`config.mk`:
```
export PLATFORM = sky130hd
export DESIGN_NAME = tx_serial_buf
export DESIGN_NICKNAME = d
export VERILOG_FILES = /design/src/rtl/tx_serial_buf_pkg.sv /design/src/rtl/txb_enable_gate.sv /design/src/rtl/txb_hold.sv /design/src/rtl/txb_shifter.sv /design/src/rtl/tx_serial_buf.sv
export SDC_FILE = /design/constraint.sdc
export NUM_CORES = 1
export LEC_CHECK = 0
export BUFFER_PORTS_ARGS = -buffer_cell sky130_fd_sc_hd__buf_2
export CAP_MARGIN = 20
export CORE_ASPECT_RATIO = 2
export CORE_MARGIN = 2
export CORE_UTILIZATION = 53
export DETAILED_ROUTE_END_ITERATION = 10
export MAX_ROUTING_LAYER = met4
export PLACE_DENSITY = 0.88
export REMOVE_ABC_BUFFERS = 1
export SYNTH_ARGS = -nofsm -noshare
export SYNTH_HDL_FRONTEND = slang
export SYNTH_SLANG_ARGS = --single-unit
```
`constraint.sdc`:
```
create_clock -name clk -period 2.3 [get_ports clk]
set_input_delay 0.345 -clock clk [delete_from_list [all_inputs] [get_ports clk]]
set_output_delay 0.345 -clock clk [all_outputs]
set_load 0.03 [all_outputs]
```
`src/rtl/tx_serial_buf_pkg.sv`:
```
package tx_serial_buf_pkg;
    typedef enum logic [1:0] {
        SH_EMPTY  = 2'd0,
        SH_LOADED = 2'd1,
        SH_SHIFT  = 2'd2
    } sh_state_e;
endpackage

```
`src/rtl/txb_enable_gate.sv`:
```
module txb_enable_gate #(
    parameter int STAGES = 2
) (
    input  logic clk,
    input  logic rst_n,
    input  logic en,
    output logic ready
);
    typedef struct packed {
        logic [STAGES-1:0] pipe;
    } gate_t;

    gate_t g_d, g_q;

    always_comb begin
        g_d = g_q;
        g_d.pipe[0] = 1'b1;
        for (int i = 1; i < STAGES; i++) begin
            g_d.pipe[i] = g_q.pipe[i-1];
        end
        if (!en) begin
            g_d = '0;
        end
    end

    always_ff @(posedge clk or negedge rst_n) begin
        if (!rst_n) begin
            g_q <= '0;
        end else begin
            g_q <= g_d;
        end
    end

    assign ready = g_q.pipe[STAGES-1] & en;
endmodule

```
`src/rtl/txb_hold.sv`:
```
module txb_hold #(
    parameter int DW = 32,
    parameter int LW = 5
) (
    input  logic          clk,
    input  logic          rst_n,
    input  logic          clr,
    input  logic          rdy,
    input  logic          wr,
    input  logic [DW-1:0] wdata,
    input  logic [LW-1:0] len_m1,
    input  logic          take,
    output logic          valid,
    output logic [DW-1:0] data
);
    typedef struct packed {
        logic          valid;
        logic [DW-1:0] data;
    } hold_t;

    hold_t h_d, h_q;
    logic [DW-1:0] keep;

    for (genvar i = 0; i < DW; i++) begin : g_keep
        assign keep[i] = (LW'(i) <= len_m1);
    end

    always_comb begin
        h_d = h_q;
        if (take) begin
            h_d.valid = 1'b0;
        end
        if (rdy && wr && !h_q.valid) begin
            h_d.valid = 1'b1;
            h_d.data  = wdata & keep;
        end
        if (clr) begin
            h_d = '0;
        end
    end

    always_ff @(posedge clk or negedge rst_n) begin
        if (!rst_n) begin
            h_q <= '0;
        end else begin
            h_q <= h_d;
        end
    end

    assign valid = h_q.valid;
    assign data  = h_q.data;
endmodule

```
`src/rtl/txb_shifter.sv`:
```
module txb_shifter
    import tx_serial_buf_pkg::*;
#(
    parameter int DW = 32,
    parameter int LW = 5
) (
    input  logic          clk,
    input  logic          rst_n,
    input  logic          clr,
    input  logic          rdy,
    input  logic          tick,
    input  logic          fsync,
    input  logic          hvalid,
    input  logic [DW-1:0] hdata,
    input  logic [LW-1:0] len_m1,
    input  logic          dma_en,
    input  logic          irq_mask,
    output logic          take,
    output logic          sdo,
    output logic          irq,
    output logic          uflow
);
    typedef struct packed {
        sh_state_e     st;
        logic [DW-1:0] word;
        logic [LW-1:0] cnt;
        logic          sdo;
        logic          irq;
        logic          uflow;
    } shift_t;

    shift_t s_d, s_q;
    logic [DW-1:0] start_word;
    logic [LW-1:0] next_idx;

    assign take       = rdy && hvalid && (s_q.st == SH_EMPTY);
    assign start_word = take ? hdata : s_q.word;
    assign next_idx   = s_q.cnt - LW'(1);

    always_comb begin
        s_d     = s_q;
        s_d.irq = 1'b0;
        if (take) begin
            s_d.word = hdata;
            s_d.st   = SH_LOADED;
            s_d.irq  = !dma_en && !irq_mask;
        end
        if (rdy && tick) begin
            if (s_q.st == SH_SHIFT) begin
                if (s_q.cnt == '0) begin
                    s_d.st  = SH_EMPTY;
                    s_d.sdo = 1'b0;
                end else begin
                    s_d.cnt = next_idx;
                    s_d.sdo = s_q.word[next_idx];
                end
            end else if (fsync) begin
                if (s_q.st == SH_LOADED || take) begin
                    s_d.word = start_word;
                    s_d.st   = SH_SHIFT;
                    s_d.cnt  = len_m1;
                    s_d.sdo  = start_word[len_m1];
                end else begin
                    s_d.uflow = 1'b1;
                end
            end
        end
        if (clr) begin
            s_d = '0;
        end
    end

    always_ff @(posedge clk or negedge rst_n) begin
        if (!rst_n) begin
            s_q <= '0;
        end else begin
            s_q <= s_d;
        end
    end

    assign sdo   = s_q.sdo;
    assign irq   = s_q.irq;
    assign uflow = s_q.uflow;
endmodule

```
`src/rtl/tx_serial_buf.sv`:
```
module tx_serial_buf #(
    parameter int DW         = 32,
    parameter int MIN_LEN    = 3,
    parameter int RDY_STAGES = 2,
    localparam int LW        = $clog2(DW)
) (
    input  logic          clk,
    input  logic          rst_n,
    input  logic          en,
    input  logic [LW-1:0] wlen_m1,
    input  logic          dma_en,
    input  logic          irq_mask,
    input  logic          wr,
    input  logic [DW-1:0] wdata,
    input  logic          sclk_tick,
    input  logic          fsync,
    output logic          sdo,
    output logic          tx_irq,
    output logic          uflow
);
    localparam logic [LW-1:0] MIN_M1 = LW'(MIN_LEN - 1);

    logic          rdy;
    logic          clr;
    logic [LW-1:0] len_m1;
    logic          h_valid;
    logic [DW-1:0] h_data;
    logic          take;

    assign clr    = !en;
    assign len_m1 = (wlen_m1 < MIN_M1) ? MIN_M1 : wlen_m1;

    txb_enable_gate #(.STAGES(RDY_STAGES)) u_gate (
        .clk   (clk),
        .rst_n (rst_n),
        .en    (en),
        .ready (rdy)
    );

    txb_hold #(.DW(DW), .LW(LW)) u_hold (
        .clk    (clk),
        .rst_n  (rst_n),
        .clr    (clr),
        .rdy    (rdy),
        .wr     (wr),
        .wdata  (wdata),
        .len_m1 (len_m1),
        .take   (take),
        .valid  (h_valid),
        .data   (h_data)
    );

    txb_shifter #(.DW(DW), .LW(LW)) u_shift (
        .clk      (clk),
        .rst_n    (rst_n),
        .clr      (clr),
        .rdy      (rdy),
        .tick     (sclk_tick),
        .fsync    (fsync),
        .hvalid   (h_valid),
        .hdata    (h_data),
        .len_m1   (len_m1),
        .dma_en   (dma_en),
        .irq_mask (irq_mask),
        .take     (take),
        .sdo      (sdo),
        .irq      (tx_irq),
        .uflow    (uflow)
    );
endmodule


```
* Yosys cells after proc, flatten, opt, wreduce, memory -nomap -nowiden *
Index checks and enable logic that the tools add are counted.

storage, ports and cells
  register bits = 77
  memory bits (writable) = 0
  output and inout bits = 3
  bits in latches = 0
  memories kept = 0
  ROM bits = 0
  input bits = 45
  word-level logic and storage cells = 99

cells by class
  multiply operators = 0
  reductions and logical operators = 15
  muxes and demuxes = 26
  $lt $le $gt $ge = 35
  divide/modulo/power cells = 0
  bitwise gates (word level) = 2
  add/subtract/negate cells = 1
  eq/ne operators = 11
  shift-type cells = 0

operator list
  kind                                                                             count
  40-bit 2-to-1 mux                                                                3
  5-bit less-or-equal comparator, first input constant                             16
  33-bit 2-to-1 mux                                                                2
  32-bit 2-to-1 mux                                                                2
  42-bit 2-to-1 mux                                                                1
  4-bit by 5-bit less-or-equal comparator with 1-bit output, first input constant  8
  34-bit 2-to-1 mux                                                                1
  32-bit bitwise AND                                                               1
  3-bit by 5-bit less-or-equal comparator with 1-bit output, first input constant  4
  5-bit by 6-bit < comparator with 1-bit output, second input constant             2
  1-bit binary-select mux with 5-bit select                                        2
  1-bit by 5-bit less-or-equal comparator with 1-bit output, first input constant  2
  2-bit by 5-bit less-or-equal comparator with 1-bit output, first input constant  2
  5-bit 2-to-1 mux                                                                 2
  1-bit 2-to-1 mux                                                                 9
  3-bit by 1-bit != test with 1-bit output, second input constant                  3
  4-bit AND reduction                                                              2
  1-bit logical AND                                                                6
  2-bit 2-to-1 mux                                                                 3
  6-bit 2-to-1 mux                                                                 1
  2-bit by 1-bit != test with 1-bit output, second input constant                  3
  5-bit zero test                                                                  1
  5-bit by 2-bit < comparator with 1-bit output, second input constant             1
  5-bit by 1-bit subtractor with 5-bit output, second input constant               1
  9 further kinds                                                                  12

* Depth between registers and ports, before layout *
Gate-level depths: netlist of run 1.

  depth after elaboration = 11
  mapped depth = 9
  mapped depth without buffers = 8

* Hierarchy *
Synthesis of run 1 repeated with hierarchy kept, for this count alone.

unflattened totals
  cells, all modules = 385
  area total of the unflattened synthesis = 4121.5 um^2

modules (own cells, without submodules)
  module           sequential area each (um^2)  cells each  area an instance (um^2)  times used
  txb_shifter      1051.0                       255         2596.2                   1
  txb_hold         825.8                        119         1425.1                   1
  txb_enable_gate  50.0                         4           62.6                     1
  tx_serial_buf    0.0                          7           37.5                     1

* Worst setup path after synthesis of run 1 *
OpenSTA, ideal clock, no wires.

  path type = register -> register
  start point = reg u_shift.s_q[3] (netlist name)
  end point = reg u_shift.s_q (netlist bit u_shift.sdo)
  required time = 2.169 ns
  library setup time = 0.131 ns
  period minus slack after synthesis = 2.400 ns
  buffers on the path = 2
  cell stages (with the launch flop) = 10
  slack = -0.100 ns
  arrival time = 2.269 ns
  path through = dfrtp_1 buf_2 inv_1 ha_1 clkbuf_1 mux4_2 mux2i_1 a21oi_1 nor4_1 nor4_1

between the ends
  cells in the longest elaborated chain, start to end = 7
  elaborated cells between the ends (all ways) = 8
  classes of those cells = add/sub (1); mux (6); reduce/logical (1)

RTL lines
  item                                         line               text
  from (decl)                                  txb_shifter.sv:32  shift_t s_d, s_q;
  from (signal assigned)                       txb_shifter.sv:75  s_q <= '0;
  from (signal assigned)                       txb_shifter.sv:77  s_q <= s_d;
  5-bit by 1-bit subtractor with 5-bit output  txb_shifter.sv:38  assign next_idx = s_q.cnt - LW'(1);
  1-bit binary-select mux with 5-bit select    txb_shifter.sv:55  s_d.sdo = s_q.word[next_idx];
  1-bit 2-to-1 mux (implied by the code)       txb_shifter.sv:55
  1-bit 2-to-1 mux *                           txb_shifter.sv:50  if (s_q.cnt == '0) begin
  6-bit 2-to-1 mux *                           txb_shifter.sv:49  if (s_q.st == SH_SHIFT) begin
  40-bit 2-to-1 mux *                          txb_shifter.sv:48  if (rdy && tick) begin
  42-bit 2-to-1 mux *                          txb_shifter.sv:68  if (clr) begin

Mark *: on every way between the ends. The rest lies on a longest branch, timed or not. The select of a mux whose other input is x is not followed.
A chain may end at the register's enable or synchronous reset.

* Final worst setup path of run 1 *
  start point = reg u_shift.s_q[40] (netlist name)
  end point = reg u_shift.s_q (netlist bit u_shift.sdo)

between the ends
  cells in the longest elaborated chain, start to end = 10
  elaborated cells between the ends (all ways) = 16
  classes of those cells = eq/ne (4); mux (8); reduce/logical (4)

RTL lines
  item                                       line               text
  2-bit zero test                            txb_shifter.sv:36  assign take = rdy && hvalid && (s_q.st == SH_EMPTY);
  1-bit logical AND                          txb_shifter.sv:36
  32-bit 2-to-1 mux                          txb_shifter.sv:37  assign start_word = take ? hdata : s_q.word;
  1-bit binary-select mux with 5-bit select  txb_shifter.sv:62  s_d.sdo = start_word[len_m1];
  1-bit 2-to-1 mux (implied by the code)     txb_shifter.sv:62
  40-bit 2-to-1 mux                          txb_shifter.sv:58  if (s_q.st == SH_LOADED || take) begin
  40-bit 2-to-1 mux                          txb_shifter.sv:57  end else if (fsync) begin
  6-bit 2-to-1 mux                           txb_shifter.sv:49
  40-bit 2-to-1 mux                          txb_shifter.sv:48
  42-bit 2-to-1 mux                          txb_shifter.sv:68

Parallel ways exist; a longest one is shown, timed or not. The select of a mux whose other input is x is not followed.

==> impl_metrics.ini, run 1 <==
[cells_and_area]
nFillCells = 582
syn_to_final_growth_pct = 22.1
fin_nets = 513
drive_gt1_share_pct = 29.5
final_area_um2 = 5090
diodes = 0

[job]
drv_cap = 0

[place]
place_area_um2 = 4750
io_buffers = 47
dp_worst_setup_slack_ns = -0.164
globalplace.congestion = 0.961
post-dp-hpwl_mm = 8.98

[synthesis]
synth_edf_count = 0
seq_area_frac_synth_pct = 46.2
syn_area_per_cell_um2 = 10.6
synth-seq-cells = 77
synthArstFlopShare_pct = 100
syn_inst = 395
synth.distinct_cells = 61
syn_area_um2 = 4170
synth_ff_type = dfrtp_1
yosys_warnings = 0

[global_route]
grt_pass1_vias = 3832
grt_pass1_wl_mm = 20.5
grt_overflow = 0
grt_max_degree = 54
grt_antenna_before_repair = 0
track_usage_pct = 34.0

[die]
core_area_um2 = 7600
num_rows = 45
io_pins = 48
die-area_um2 = 8640
initial_core_util_pct = 54.9
die_w_um = 66.7
die_y_um = 129

[clock_network]
clk_transition_reported_paths_ns = 0.06
root_buffer = clkbuf_16
clk-insertion-delay-late_ns = 0.34
cts.sinks = 77
cts_max_path_buffers = 2
cts-buffers-inserted = 9
h-tree-depth = 3
cts_tree = built

[routing]
drtAntennaViolNets = 0
drc = 0
wl_per_cell_um = 23.2
vias_per_cell = 6.67
firstDrtPassIters = 5
drt_wl_total_mm = 13.1
vias = 3769
drt_iter0_markers = 419

[setup_path]
crit_path_start_kind = flop
crit_type = flop to flop
required_ns = 2.51
cp-end-kind = flop
crit_fanout = 12
worstPathArrival_ns = 2.57

[sta]
finClkSkew_ns = 0.00469
setup_slack_ns = -0.0635
fmax_mhz = 423
fin_setup_tns_ns = -0.0635
slew_headroom_pct = 61.4
period_minus_slack_ns = 2.36
setup_violations = 1
whs_ns = -0.00209
rsz0062_at_grt = true
worstMarginPinSlew_ns = 0.575
period_share_pct = 103
finalHoldViolCount = 2
finalMaxSlewViolations = 0

[worst_hold_path]
hold_path_class = input pin to async pin

[outcome]
outcome = finished with violations
violations = hold timing, setup timing

[pwr]
peakVddDrop_uv = 528
cellPowerDensity_nw_per_um2 = 617
p_leak_uw = 0.00230
## power by group
group | internal, µW | total [µW] | switching, µW
logic | 136 | 335 | 199
clock network | 867 | 1420 | 554
registers | 1370 | 1390 | 15.5
total | 2380 | 3140 | 768
## synthesized netlist by cell type (2+ instances only)
| cell type | instances | share of area (%) |
|---|---|---|
| dfrtp_1 | 77 | 46 |
| nand2_1 | 55 | 4.9 |
| clkbuf_1 | 22 | 2.0 |
| nand3_1 | 22 | 2.6 |
| mux2i_1 | 16 | 3.8 |
| o21ai_0 | 16 | 1.9 |
| a21boi_0 | 14 | 2.5 |
| a32o_1 | 14 | 3.4 |
| and2_1 | 13 | 1.9 |
| nor2b_1 | 13 | 1.9 |
| mux4_2 | 11 | 5.9 |
| nand2b_1 | 11 | 1.6 |
| nor2_1 | 9 | 0.81 |
| a21oi_1 | 8 | 0.96 |
| mux2_2 | 7 | 1.9 |
| o21a_1 | 6 | 1.1 |
| a221oi_1 | 5 | 1.0 |
| a22o_1 | 4 | 0.84 |
| buf_2 | 4 | 0.48 |
| nand3b_1 | 4 | 0.72 |
| nor4_1 | 4 | 0.60 |
| a31oi_1 | 3 | 0.45 |
| buf_6 | 3 | 0.81 |
| inv_1 | 3 | 0.27 |
| nor3_1 | 3 | 0.36 |
| o211a_1 | 3 | 0.72 |
| o22ai_1 | 3 | 0.45 |
| o31ai_1 | 3 | 0.54 |
| a221o_1 | 2 | 0.48 |
| nor4b_1 | 2 | 0.42 |
| o2111ai_1 | 2 | 0.42 |
| o211ai_1 | 2 | 0.36 |
| o221ai_1 | 2 | 0.42 |
| or2_2 | 2 | 0.30 |
## worst max-delay path: stages, from the launching register on
cell,delay [ns]
dfrtp_1,0.38
nand4b_4,0.21
nor2_8,0.20
buf_6,0.20
mux2_2,0.38
a221oi_1,0.37
o22ai_2,0.13
nor4_2,0.27
nor4_1,0.10
## per-layer routing
layer  share of wire (%)  up-vias  track usage (%)
met4                 7.2        0             24.8
met3                 6.8       77             6.42
met5                   0        -                -
li1                    -     1617                -
met2                  53      238             54.5
met1                  33     1837             36.5
## registers in the layout (all words and copies together), names as in the netlist
register / cells
u_hold.data: 32
u_shift.irq: 1
u_hold.valid: 1
u_shift.s_q: 39
u_gate.g_q: 2
u_shift.uflow: 1
u_shift.sdo: 1
## placed cells by master, fill, tap and decap left out, types with 3 or more instances in the layout
cell type / Yosys / final
a21boi_0: 14 / 14
a21oi_1: 8 / 8
a221oi_1: 5 / 3
a22o_1: 4 / 4
a31oi_1: 3 / 3
a32o_1: 14 / 14
and2_1: 13 / 13
buf_12: 0 / 4
buf_2: 4 / 46
buf_4: 0 / 39
clkbuf_16: 0 / 9
dfrtp_1: 77 / 77
inv_1: 3 / 3
mux2_2: 7 / 7
mux2i_1: 16 / 13
mux2i_2: 0 / 3
mux4_2: 11 / 11
nand2_1: 55 / 55
nand2b_1: 11 / 11
nand3_1: 22 / 22
nand3b_1: 4 / 4
nor2_1: 9 / 9
nor2b_1: 13 / 13
nor3_1: 3 / 3
nor4_1: 4 / 3
o211a_1: 3 / 3
o21a_1: 6 / 6
o21ai_0: 16 / 14
o21ai_1: 1 / 3
o31ai_1: 3 / 3
## stage by stage
| step | power [µW] | util (%) | instances | hold slack, ns |
|---|---|---|---|---|
| finish | 3140 | 67.0 | 565 | -0.00209 |
| global route | 3230 | 67.0 | 565 | 0.0405 |
| CTS | 3130 | 66.9 | 565 | 0.0187 |
| detailed placement | 1730 | 62.5 | 549 | 0.374 |
| global placement | 1730 | 62.5 | 549 | 0.367 |
| floorplan | 1530 | - | 365 | 0.0494 |
## worst paths after layout
check	endpoint	from	cells past startpoint	slack [ns]
min in group clk	u_shift.irq$_DFF_PN0_	dma_en	2	0.15
worst max-delay path	u_shift.sdo$_DFFE_PN0P_	u_shift.s_q[40]$_DFF_PN0_	8	-0.06
worst max register to register	u_shift.sdo$_DFFE_PN0P_	u_shift.s_q[40]$_DFF_PN0_	8	-0.06
max in group asynchronous	u_shift.s_q[29]$_DFF_PN0_	rst_n	2	1.68
worst min register to register	u_gate.g_q[1]$_DFF_PN0_	u_gate.g_q[0]$_DFF_PN0_	1	0.46
worst min-delay path	u_shift.uflow$_DFFE_PN0P_	rst_n	1	-0.002
## kinds of logic (layout without fill, tap and decap cells)
| kind of cell | count (synthesis) | after routing | share of synthesized area [%] |
|---|---|---|---|
| multiplexers | 35 | 35 | 12.2 |
| buffers and inverters | 34 | 110 | 3.99 |
| AO/OA/AOI/OAI | 98 | 98 | 17.9 |
| flip-flops | 77 | 77 | 46.2 |
| adder cells (fa/ha/maj) | 1 | 1 | 0.300 |
| AND/OR/NAND/NOR | 148 | 148 | 19.0 |
| XOR/XNOR | 2 | 2 | 0.420 |
## final cells by class
cell class | count | area, µm² | area share, %
inverter | 4 | 15.0 | 0.295
multi-input combinational | 284 | 2120 | 41.6
clock buffer | 12 | 246 | 4.84
clock inverter | 3 | 46.3 | 0.909
tap | 94 | 118 | 2.31
sequential | 77 | 1930 | 37.8
timing repair buffer | 91 | 626 | 12.3
## repair_timing
| item | in CTS | in global routing |
|---|---|---|
| setup buffers | 1 | 0 |
| pin swaps | 1 | 1 |
| resized for setup | 7 | 5 |
| hold endpoints to repair | 0 | 0 |
| setup endpoints to repair | 1 | 1 |
| hold buffers | 0 | 0 |
(Power assumes the default switching activity.)
==> run 2: changes to the inputs <==
--- a/config.mk
+++ b/config.mk
@@ -11,6 +11,7 @@
 export CORE_MARGIN = 2
 export CORE_UTILIZATION = 53
 export DETAILED_ROUTE_END_ITERATION = 10
+export HOLD_SLACK_MARGIN = 0.15
 export MAX_ROUTING_LAYER = met4
 export PLACE_DENSITY = 0.88
 export REMOVE_ABC_BUFFERS = 1
==> impl_metrics.ini, run 2 (synthesis gave the netlist of run 1 again) <==
[setup_path]
setup.worst_path.start = u_shift.s_q[40]$_DFF_PN0_
cp-end-kind = flop
required_ns = 2.51
crit_path_start_kind = flop
crit_type = flop to flop
crit_fanout = 7
r2r_start = u_shift.s_q[40]$_DFF_PN0_
worstPathArrival_ns = 2.57

[die]
initial_core_util_pct = 54.9
io_pins = 48
die-area_um2 = 8640
core_area_um2 = 7600
die_y_um = 129
num_rows = 45
die_w_um = 66.7

[place]
globalplace.congestion = 0.961
place_area_um2 = 4750
io_buffers = 47
post-dp-hpwl_mm = 8.98

[sta]
rsz0062_at_grt = true
setup_violations = 1
fmax_mhz = 424
finalMaxSlewViolations = 0
setup_slack_ns = -0.0563
period_minus_slack_ns = 2.36
slew_headroom_pct = 59.7
fin_setup_tns_ns = -0.0563
period_share_pct = 102
worstMarginPinSlew_ns = 0.600
finalHoldViolCount = 0
finClkSkew_ns = 0.00530

[routing]
drt_wl_total_mm = 13.1
firstDrtPassIters = 6
drtAntennaViolNets = 0
drc = 0
vias = 3729
vias_per_cell = 6.59
wl_per_cell_um = 23.2
drt_iter0_markers = 390

[pwr]
p_leak_uw = 0.00230
power_uw = 3150
peakVddDrop_uv = 527
cellPowerDensity_nw_per_um2 = 616

[cells_and_area]
syn_to_final_growth_pct = 22.3
mostFrequentLayoutCell = dfrtp_1
multi_input_area_um2 = 2120
regMostFlops = u_shift.s_q
largest_register_ffs = 39
diodes = 0
final_area_um2 = 5100
mostFrequentLayoutCells = 77 x dfrtp_1, 55 x nand2_1, 46 x buf_2
nFillCells = 581
drive_gt1_share_pct = 29.4
fin_nets = 514
regArea_um2 = 1930

[global_route]
grt_pass1_wl_mm = 20.5
grt_max_degree = 54
grt_use_met1_pct = 36.5
grt.busiest_layer = met2
track_usage_pct = 34.0
use_met2_pct = 54.5
gr-usage-met3_pct = 6.42
grt_overflow = 0
grt_pass1_vias = 3832
grt_antenna_before_repair = 0

[worst_hold_path]
hold_path_class = input pin to flop
min_from = irq_mask

[clock_network]
h-tree-depth = 3
cts_tree = built
clk_transition_reported_paths_ns = 0.06
cts_max_path_buffers = 2
cts-buffers-inserted = 9
clk-insertion-delay-late_ns = 0.34
cts.sinks = 77
root_buffer = clkbuf_16

[outcome]
violations = setup timing
outcome = finished with violations

[job]
drv_cap = 0
[run 2: power breakdown]
| part | internal (µW) | total (µW) | switching [µW] |
|---|---|---|---|
| Clock | 867 | 1420 | 554 |
| Combinational | 137 | 337 | 200 |
| Sequential | 1370 | 1390 | 15.4 |
[run 2: path summary, 6_finish.rpt]
check / to / cells after the start / slack, ns
max: u_shift.sdo$_DFFE_PN0P_ / 8 / -0.06
max reg2reg: u_shift.sdo$_DFFE_PN0P_ / 8 / -0.06
min: u_shift.irq$_DFF_PN0_ / 2 / 0.15
min in group asynchronous: u_shift.uflow$_DFFE_PN0P_ / 2 / 0.53
min reg2reg: u_gate.g_q[1]$_DFF_PN0_ / 1 / 0.46
max in group asynchronous: u_hold.data[1]$_DFFE_PN0P_ / 3 / 1.14
[run 2: cell type report]
type	instances	share of cell area (%)
Clock inverter	3	0.907
Tap cell	94	2.30
Timing Repair Buffer	92	12.5
Sequential cell	77	37.7
Clock buffer	12	4.83
Inverter	4	0.294
Multi-Input combinational cell	284	41.5
[run 2: metrics by stage]
step / hold slack (ns) / utilization [%] / instances / setup slack, ns
after global routing: 0.166 / 67.2 / 566 / -0.145
final: 0.154 / 67.2 / 566 / -0.0563
after detailed placement: 0.374 / 62.5 / 549 / -0.164
after floorplan: 0.0494 / - / 365 / -0.218
after global placement: 0.367 / 62.5 / 549 / -0.0957
after CTS: 0.151 / 67.0 / 566 / -0.0737
[run 2: critical path: stages, from the launching register on]
cell and delay, ns:
dfrtp_1 0.38, nand4b_4 0.21, nor2_8 0.20, buf_4 0.19
mux2i_2 0.27, a221oi_2 0.13, o41a_1 0.44, nor4_2 0.31
nor4_1 0.10
[run 2: routing by layer]
metal,wire length [µm],vias to the layer above
met1,4450,1822
met4,928,0
met3,808,77
met2,6930,219
met5,0,-
li1,-,1611
[run 2: repair_timing]
item / CTS / global route
buffers inserted: 1 / 0
hold buffers: 1 / 0
pin swaps: 1 / 1
hold endpoints to repair: 40 / 0
endpoints found under the setup margin: 1 / 1
gates resized for setup: 7 / 5
==> run 3: changes to the inputs <==
--- a/config.mk
+++ b/config.mk
@@ -14,7 +14,6 @@
 export HOLD_SLACK_MARGIN = 0.15
 export MAX_ROUTING_LAYER = met4
 export PLACE_DENSITY = 0.88
-export REMOVE_ABC_BUFFERS = 1
 export SYNTH_ARGS = -nofsm -noshare
 export SYNTH_HDL_FRONTEND = slang
 export SYNTH_SLANG_ARGS = --single-unit
==> impl_metrics.ini, run 3 (synthesis gave the netlist of run 1 again) <==
[worst_hold_path]
holdPathEnd = u_shift.irq$_DFF_PN0_
holdPathStages = 2
hold_path_class = input pin to flop
min_from = irq_mask

[setup_path]
r2r_slack_ns = -0.08
required_ns = 2.52
r2r_end = u_shift.sdo$_DFFE_PN0P_
r2r_start = u_shift.s_q[40]$_DFF_PN0_
crit_path_start_kind = flop
worstPathArrival_ns = 2.60
crit_type = flop to flop
rr_worst_depth = 8
crit_fanout = 7
cp-end-kind = flop

[sta]
setup_slack_ns = -0.0814
rsz0062_at_grt = true
finClkSkew_ns = 0.00674
finalMaxSlewViolations = 0
worstMarginPinSlew_ns = 0.758
fmax_mhz = 420
fin_setup_tns_ns = -0.0814
period_minus_slack_ns = 2.38
setup_violations = 1
finalHoldViolCount = 0
period_share_pct = 104
slew_headroom_pct = 49.1

[routing]
vias_per_cell = 6.66
wl_per_cell_um = 22.2
drc = 0
drt_wl_total_mm = 12.5
firstDrtPassIters = 5
vias = 3769
drt_iter0_markers = 261
drtAntennaViolNets = 0

[synthesis]
syn_nets = 441

[global_route]
grt_max_degree = 54
track_usage_pct = 32.9
grt_antenna_before_repair = 0
grt_pass1_vias = 3893
grt_pass1_wl_mm = 19.9
grt_overflow = 0

[pwr]
peakVddDrop_uv = 650
cellPowerDensity_nw_per_um2 = 617
power_frac_seq_pct = 44.3
p_comb_share_pct = 10.3
p_sw_share_pct = 23.6
p_leak_uw = 0.00230
power.share.clock_pct = 45.4
power.internal_uw = 2390
p_switching_uw = 739

[cells_and_area]
multi_input_area_um2 = 2090
mostFrequentLayoutCell = dfrtp_1
mostFrequentLayoutCells = 77 x dfrtp_1, 55 x nand2_1, 46 x buf_2
diodes = 0
final_util_pct = 66.8
drive_gt1_share_pct = 28.6
regMostFlops = u_shift.s_q
syn_to_final_growth_pct = 21.7
nFillCells = 592
largest_register_ffs = 39
regArea_um2 = 1930
fin_nets = 514
final_area_um2 = 5080

[die]
io_pins = 48
die-area_um2 = 8640
initial_core_util_pct = 54.9
die_y_um = 129
core_area_um2 = 7600
num_rows = 45
die_w_um = 66.7

[clock_network]
h-tree-depth = 3
cts.sinks = 77
clk-insertion-delay-late_ns = 0.34
cts_max_path_buffers = 2
cts_tree = built
root_buffer = clkbuf_16
cts-buffers-inserted = 9
clk_transition_reported_paths_ns = 0.06

[place]
io_buffers = 47
post-dp-hpwl_mm = 8.91
globalplace.congestion = 0.967
dp_worst_setup_slack_ns = -0.225
place_area_um2 = 4730

[outcome]
outcome = finished with violations
violations = setup timing

[job]
drv_cap = 0
-- run 3: stage by stage --
stage | hold WS, ns | power, µW | cells
detailed placement | 0.339 | 1720 | 548
CTS | 0.156 | 3140 | 566
floorplan | 0.0494 | 1560 | 395
global placement | 0.337 | 1710 | 548
finish | 0.157 | 3130 | 566
global route | 0.162 | 3230 | 566
-- run 3: power groups by stage --
stage          logic [µW]  registers, µW  clock network (µW)
2_1_floorplan         157           1410                   0
3_3_place_gp          304           1410                   0
3_5_place_dp          311           1410                   0
4_1_cts               317           1390                1430
5_1_grt               345           1390                1500
6_report              321           1390                1420
-- run 3: final cells by class --
type,instances,area share [%]
clock buffers,11,4.98
clock inverters,4,0.936
inverters,4,0.296
multi-input cells,284,41.2
flip-flops and latches,77,37.9
well taps,94,2.32
repair buffers,92,12.4
-- run 3: worst max path at each step --
| stage | startpoint | depth (start not counted) | endpoint |
|---|---|---|---|
| floorplan | u_shift.s_q[40]$_DFF_PN0_ | 8 | u_shift.sdo$_DFFE_PN0P_ |
| global placement | en | 9 | u_shift.sdo$_DFFE_PN0P_ |
| detailed placement | en | 9 | u_shift.sdo$_DFFE_PN0P_ |
| CTS | u_shift.s_q[40]$_DFF_PN0_ | 8 | u_shift.sdo$_DFFE_PN0P_ |
| global route | u_shift.s_q[40]$_DFF_PN0_ | 9 | u_shift.sdo$_DFFE_PN0P_ |
| finish | u_shift.s_q[40]$_DFF_PN0_ | 8 | u_shift.sdo$_DFFE_PN0P_ |
-- run 3: critical path, stage by stage, from the launching register on --
cell,delay [ns]
dfrtp_1,0.39
nand4b_4,0.21
nor2_8,0.21
buf_12,0.16
mux4_2,0.50
o211a_1,0.14
a2111o_1,0.37
nor4_2,0.18
nor4_1,0.10
-- run 3: timing repair --
action                                  CTS  global route
pin swaps                                 1             0
resized for setup                         2             0
endpoints found under the hold margin    36             0
setup buffers                             2             0
endpoints found under the setup margin    1             1
hold buffers                              1             0
-- run 3: layer usage --
metal | share of wire, % | GRT usage [%] | vias to the layer above
li1 | - | - | 1610
met1 | 34 | 36.4 | 1845
met2 | 52 | 52.6 | 233
met3 | 6.5 | 4.77 | 81
met4 | 7.2 | 24.4 | 0
met5 | 0 | - | -
